`config.mk`:
```
export PLATFORM = sky130hd
export DESIGN_NAME = psched_top
export DESIGN_NICKNAME = d
export VERILOG_FILES = /design/src/rtl/psched_pkg.sv /design/src/rtl/psched_flags.sv /design/src/rtl/psched_enc.sv /design/src/rtl/psched_fsm.sv /design/src/rtl/psched_top.sv
export SDC_FILE = /design/constraint.sdc
export NUM_CORES = 1
export LEC_CHECK = 0
export ABC_AREA = 1
export CAP_MARGIN = 30
export CORE_MARGIN = 3
export CORE_UTILIZATION = 50
export DETAILED_ROUTE_END_ITERATION = 8
export PLACE_DENSITY = 0.86
export SYNTH_ARGS = -nofsm -noshare
export SYNTH_HDL_FRONTEND = slang
export SYNTH_SLANG_ARGS = --single-unit
```
`constraint.sdc`:
```
create_clock -name clk -period 8.05 [get_ports clk]
set_input_delay 2.415 -clock clk [delete_from_list [all_inputs] [get_ports clk]]
set_output_delay 2.415 -clock clk [all_outputs]
set_load 0.01 [all_outputs]
```
`src/rtl/psched_pkg.sv`:
```
package psched_pkg;
    typedef enum logic [1:0] {
        ST_IDLE  = 2'd0,
        ST_RUN   = 2'd1,
        ST_FETCH = 2'd2
    } sched_state_e;
endpackage

```
`src/rtl/psched_flags.sv`:
```
module psched_flags #(
    parameter int NPROG = 16,
    parameter int NDEM  = 14,
    parameter int IW    = $clog2(NPROG)
) (
    input  logic             clk,
    input  logic             rst_n,
    input  logic             ovf_alarm,
    input  logic [NDEM-1:0]  ext_demand,
    input  logic             sw_set,
    input  logic [IW-1:0]    sw_idx,
    input  logic             clr_en,
    input  logic [IW-1:0]    clr_idx,
    output logic [NPROG-1:0] flags_q,
    output logic [NPROG-1:0] flags_d
);
    logic [NPROG-1:0] set_vec;
    logic [NPROG-1:0] clr_vec;

    for (genvar i = 0; i < NPROG; i++) begin : g_bit
        if (i == 0) begin : g_top
            // most urgent flag: overflow only
            assign set_vec[i] = ovf_alarm;
        end else if (i <= NDEM) begin : g_dem
            assign set_vec[i] = ext_demand[i-1] | (sw_set && (sw_idx == IW'(i)));
        end else begin : g_sw
            assign set_vec[i] = sw_set && (sw_idx == IW'(i));
        end
        assign clr_vec[i] = clr_en && (clr_idx == IW'(i));
    end

    // a set overrides a clear of the same flag
    assign flags_d = (flags_q & ~clr_vec) | set_vec;

    always_ff @(posedge clk) begin
        if (!rst_n) flags_q <= '0;
        else        flags_q <= flags_d;
    end
endmodule

```
`src/rtl/psched_enc.sv`:
```
module psched_enc #(
    parameter int NPROG = 16,
    parameter int IW    = $clog2(NPROG)
) (
    input  logic [NPROG-1:0] vec,
    output logic             any,
    output logic [IW-1:0]    idx
);
    always_comb begin
        idx = '0;
        for (int i = NPROG - 1; i >= 0; i--) begin
            if (vec[i]) idx = IW'(i);
        end
        any = |vec;
    end
endmodule

```
`src/rtl/psched_fsm.sv`:
```
module psched_fsm
    import psched_pkg::*;
#(
    parameter int             NPROG     = 16,
    parameter int             AW        = 14,
    parameter int             IW        = $clog2(NPROG),
    parameter logic [AW-1:0]  EXEC_BASE = 14'h3F80
) (
    input  logic          clk,
    input  logic          rst_n,
    input  logic          boundary,
    input  logic          fetch_done,
    input  logic          suicide,
    input  logic          win_any,
    input  logic [IW-1:0] win_idx,
    output logic          clr_en,
    output logic          irq_req,
    output logic          idle,
    output logic [AW-1:0] pc_addr,
    output logic [IW-1:0] active_prog
);
    localparam int SLOT_SH = 3;

    sched_state_e  state_q, state_n;
    logic [IW-1:0] active_q, active_n;
    logic [IW-1:0] target_q, target_n;

    always_ff @(posedge clk) begin
        if (!rst_n) begin
            state_q  <= ST_IDLE;
            active_q <= '0;
            target_q <= '0;
        end else begin
            state_q  <= state_n;
            active_q <= active_n;
            target_q <= target_n;
        end
    end

    always_comb begin
        state_n  = state_q;
        active_n = active_q;
        target_n = target_q;
        unique case (state_q)
            ST_IDLE: begin
                if (win_any) begin
                    state_n  = ST_FETCH;
                    target_n = win_idx;
                end
            end
            ST_RUN: begin
                if (boundary) begin
                    if (!win_any) begin
                        state_n = ST_IDLE;
                    end else if (win_idx != active_q) begin
                        state_n  = ST_FETCH;
                        target_n = win_idx;
                    end
                end
            end
            ST_FETCH: begin
                if (win_any && (win_idx < target_q)) begin
                    target_n = win_idx;
                end else if (fetch_done) begin
                    state_n  = ST_RUN;
                    active_n = target_q;
                end
            end
            default: state_n = ST_IDLE;
        endcase
    end

    always_comb begin
        irq_req     = (state_q == ST_FETCH);
        idle        = (state_q == ST_IDLE);
        clr_en      = suicide && (state_q == ST_RUN);
        pc_addr     = EXEC_BASE + (AW'(target_q) << SLOT_SH);
        active_prog = active_q;
    end
endmodule

```
`src/rtl/psched_top.sv`:
```
module psched_top #(
    parameter int             NPROG     = 16,
    parameter int             NDEM      = 14,
    parameter int             AW        = 14,
    parameter int             IW        = $clog2(NPROG),
    parameter logic [AW-1:0]  EXEC_BASE = 14'h3F80
) (
    input  logic             clk,
    input  logic             rst_n,
    input  logic             ovf_alarm,
    input  logic [NDEM-1:0]  ext_demand,
    input  logic             sw_set,
    input  logic [IW-1:0]    sw_idx,
    input  logic             suicide,
    input  logic             boundary,
    input  logic             fetch_done,
    output logic             irq_req,
    output logic [AW-1:0]    pc_addr,
    output logic [IW-1:0]    active_prog,
    output logic             idle,
    output logic [NPROG-1:0] pend_flags
);
    logic [NPROG-1:0] flags_d;
    logic             clr_en;
    logic             win_any;
    logic [IW-1:0]    win_idx;

    psched_flags #(.NPROG(NPROG), .NDEM(NDEM), .IW(IW)) u_flags (
        .clk(clk), .rst_n(rst_n), .ovf_alarm(ovf_alarm), .ext_demand(ext_demand),
        .sw_set(sw_set), .sw_idx(sw_idx), .clr_en(clr_en), .clr_idx(active_prog),
        .flags_q(pend_flags), .flags_d(flags_d)
    );

    psched_enc #(.NPROG(NPROG), .IW(IW)) u_enc (
        .vec(flags_d), .any(win_any), .idx(win_idx)
    );

    psched_fsm #(.NPROG(NPROG), .AW(AW), .IW(IW), .EXEC_BASE(EXEC_BASE)) u_fsm (
        .clk(clk), .rst_n(rst_n), .boundary(boundary), .fetch_done(fetch_done),
        .suicide(suicide), .win_any(win_any), .win_idx(win_idx), .clr_en(clr_en),
        .irq_req(irq_req), .idle(idle), .pc_addr(pc_addr), .active_prog(active_prog)
    );
endmodule

```
==> Flow_metrics.wiki <==
{| class="wikitable"
! Metric !! Value
|-
| Count of port buffers added during placement || 50
|-
| Outcome || complete, no violations
|-
| Most frequent standard cell in the layout excluding fill and tap cells || sky130_fd_sc_hd__nand2_1
|-
| Synth Register Bits || 26
|-
| Number of nets still failing antenna checks after routing || 0
|-
| Std cell rows || 21
|-
| Flop2flop setup slack || 5.10 ns
|-
| Antenna cell count || 0
|-
| Clock input transition at the sequential cells of the worst setup and hold paths || 0.09 ns
|-
| Antenna violations before repair || 0
|-
| Required @ worst endpoint || 8.26 ns
|-
| Root buffer selected by CTS || sky130_fd_sc_hd__clkbuf_8
|-
| Number of gates resized after CTS || 0
|-
| Maximum capacitance violations || 0
|-
| DR WL/cell || 12.4 µm
|-
| Headroom to the max-slew limit || 64.6%
|-
| Final setup violating endpoints || 0
|-
| Number of max-slew violations in the final report || 0
|-
| Clk_skew || 0.00309 ns
|-
| Fraction of synthesis flops using an asynchronous set or reset pin || 0%
|-
| Initial Util || 53.5%
|-
| Number of warnings issued by yosys || 0
|-
| Number of hold-slack violations in the final timing report || 0
|-
| Worst Path Arrival || 5.31 ns
|-
| Filler cell count in the final layout || 317
|-
| Total via count after detailed routing || 1954
|-
| Layout area overhead || 29.9%
|-
| Delay contributed by the slowest stage of the critical path || 0.50 ns
|-
| Biggest fanout along the worst timing path || 7
|-
| Clock sink count || 26
|-
| Static Leak || 1.11 nW
|-
| Commonest register cell after synthesis || sky130_fd_sc_hd__dfxtp_1
|-
| Unique masters post-synth || 36
|-
| Overall die height || 66.9 µm
|-
| Most frequent cell on the critical path || sky130_fd_sc_hd__nand2_2
|-
| P per Cell Area || 218 nW/µm²
|-
| Maximum number of pins on one net before global-route repair || 18
|-
| Final sum of negative setup slack || 0 ns
|-
| Number of instances in the synthesized netlist || 296
|-
| Setup Fix Bufs, Post-CTS || 0
|-
| Min-delay worst type || register to register
|-
| Clock latency on the worst-skew pair || 0.27 ns
|-
| Aggregate routed wire length || 4.86 mm
|-
| Unrepaired setup endpoints after global routing || no
|-
| CTS Buf Count || 3
|-
| Mean post-synth cell area || 6.27 µm²
|-
| CP endpoint kind || register
|-
| Number of I/O pins || 61
|-
| Fin crit period || 5.10 ns
|-
| DRC violations left || 0
|-
| First-pass GRT wire length || 7.78 mm
|-
| CP max stage cell || sky130_fd_sc_hd__clkdlybuf4s50_1
|-
| Drt via density || 5.00
|-
| Crit Path Class || input port to register
|-
| Actual slew at the worst max-slew pin || 0.529 ns
|-
| Grt ovf || 0
|-
| Bufs on Longest Clock Path || 2
|-
| Area of the die || 4480 µm²
|-
| Vias in the first global route || 1736
|-
| Iter 0 DRT Violations || 200
|-
| Deepest level of the CTS H-tree || 1
|-
| Mapped cell area || 1860 µm²
|-
| Period utilisation layout || 63.3%
|-
| Highest Clock Rate || 0.196 GHz
|-
| Number of detailed-route iterations in the first pass || 4
|-
| Fraction of layout instances using a drive strength above 1 || 10.4%
|-
| Design Power || 0.000526 W
|-
| Detailed placer's ending HPWL || 3.84 mm
|-
| Sequential share of the synthesized area || 28.0%
|-
| Post-synth EDFFs || 0
|-
| Total core area || 3470 µm²
|-
| Floorplan die width || 66.9 µm
|-
| All-layer global routing usage || 22.9%
|-
| RD Place Congestion || 0.900
|-
| CTS tree || done
|-
| Crit path launch type || input port
|-
| Top library cells by usage in the layout, fill and taps aside || sky130_fd_sc_hd__nand2_1 (71), sky130_fd_sc_hd__nor2_1 (55), sky130_fd_sc_hd__clkdlybuf4s50_1 (50)
|-
| Maximum VDD drop || 0.000129 V
|-
| Ordered cell list for the critical path || clkdlybuf4s50_1, inv_1, nor2_4, nand3_2, o21a_1, nor2_1, nand2_2, nor3_4, nand3_2, inv_1, ha_1, a211oi_1, nand2_2, nand2_4, nand2_2, nand2_1, nand2_1, nor2_1
|-
| Net total in the final layout || 374
|-
| Hold_buf cts || 0
|}
per-stage QoR:
stage               cells  hold slack (ns)  setup WS [ns]  utilization (%)  instance area (µm²)
CTS                   391            0.513           2.98             69.5                 2410
detailed placement    387            0.501           2.75             67.9                 2360
global placement      387            0.498           2.87             67.9                 2360
finish                391            0.513           2.95             69.5                 2410
global route          391            0.538           2.73             69.5                 2410
floorplan             304            0.519           3.57                -                 1890
Yosys cell counts (2+ instances only):
cell type | number | area share, %
sky130_fd_sc_hd__nor2_1 | 55 | 11
sky130_fd_sc_hd__a21boi_1 | 3 | 1.2
sky130_fd_sc_hd__o21ai_0 | 5 | 1.3
sky130_fd_sc_hd__a211oi_2 | 2 | 1.3
sky130_fd_sc_hd__a21oi_1 | 6 | 1.6
sky130_fd_sc_hd__ha_1 | 3 | 2.0
sky130_fd_sc_hd__a31oi_1 | 4 | 1.3
sky130_fd_sc_hd__buf_2 | 2 | 0.54
sky130_fd_sc_hd__nor2_4 | 3 | 1.8
sky130_fd_sc_hd__inv_2 | 2 | 0.40
sky130_fd_sc_hd__inv_1 | 46 | 9.3
sky130_fd_sc_hd__o21ai_1 | 4 | 1.1
sky130_fd_sc_hd__buf_4 | 10 | 4.0
sky130_fd_sc_hd__nand2_1 | 71 | 14
sky130_fd_sc_hd__nand2_2 | 9 | 3.0
sky130_fd_sc_hd__nor2_2 | 2 | 0.67
sky130_fd_sc_hd__dfxtp_1 | 26 | 28
sky130_fd_sc_hd__o211ai_1 | 2 | 0.81
sky130_fd_sc_hd__nand3_1 | 13 | 3.5
sky130_fd_sc_hd__nand3_2 | 4 | 2.2
sky130_fd_sc_hd__conb_1 | 2 | 0.40
sky130_fd_sc_hd__a21oi_2 | 4 | 1.9
sky130_fd_sc_hd__nor3_1 | 4 | 1.1
sky130_fd_sc_hd__o21bai_1 | 2 | 0.81
critical path: cells and delay by family:
| family | cells | cell delay (ns) |
|---|---|---|
| AO/OA/AOI/OAI | 2 | 0.52 |
| adder cells (fa/ha/maj) | 1 | 0.24 |
| buffers and inverters | 3 | 0.68 |
| AND/OR/NAND/NOR | 12 | 1.45 |
sequential cells by signal, indices dropped and copies added (netlist names):
name / count
u_fsm.target_q: 4
u_flags.flags_q: 16
u_fsm.state_q: 2
u_fsm.active_prog: 4
area by class of cell:
cell class | count | area (µm²) | share of cell area, %
inverters | 49 | 184 | 7.63
flip-flops and latches | 26 | 520 | 21.6
clock buffers | 4 | 55.1 | 2.28
multi-input cells | 216 | 1090 | 45.4
well taps | 46 | 57.6 | 2.39
repair buffers | 50 | 500 | 20.8
cells by family after synthesis:
logic type	Yosys count	share of synthesized area (%)
buffers and inverters	62	14.7
and+or+nand+nor	167	41.4
xor gates and xnor gates	1	0.472
adders and majority gates	3	2.02
DFF	26	28.0
AOI/OAI and AO/OA	35	12.9
other	2	0.404
where the power goes:
part	internal [W]	total [W]	switching (W)	leakage, nW
clock network	0.0000437	0.0000840	0.0000403	0.0288
logic	0.000112	0.000267	0.000156	0.869
registers	0.000151	0.000175	0.0000244	0.216
total	0.000306	0.000526	0.000220	1.11
final timing paths:
kind	to	cells past startpoint	startpoint
worst max-delay path	u_fsm.target_q[2]$_SDFFE_PN0P_	18	suicide
worst min-delay path	u_fsm.active_prog[2]$_SDFFE_PN0P_	2	u_fsm.target_q[2]$_SDFFE_PN0P_
worst max register to register	u_fsm.target_q[2]$_SDFFE_PN0P_	17	u_fsm.active_prog[0]$_SDFFE_PN0P_
worst min register to register	u_fsm.active_prog[2]$_SDFFE_PN0P_	2	u_fsm.target_q[2]$_SDFFE_PN0P_
layer usage:
| layer | track usage [%] | routed length [µm] |
|---|---|---|
| met1 | 31.0 | 2180 |
| met2 | 35.6 | 2200 |
| met3 | 5.23 | 383 |
| met4 | 7.34 | 95 |
| met5 | 0 | 0 |
Note: power is estimated with default switching activity, not from simulation.
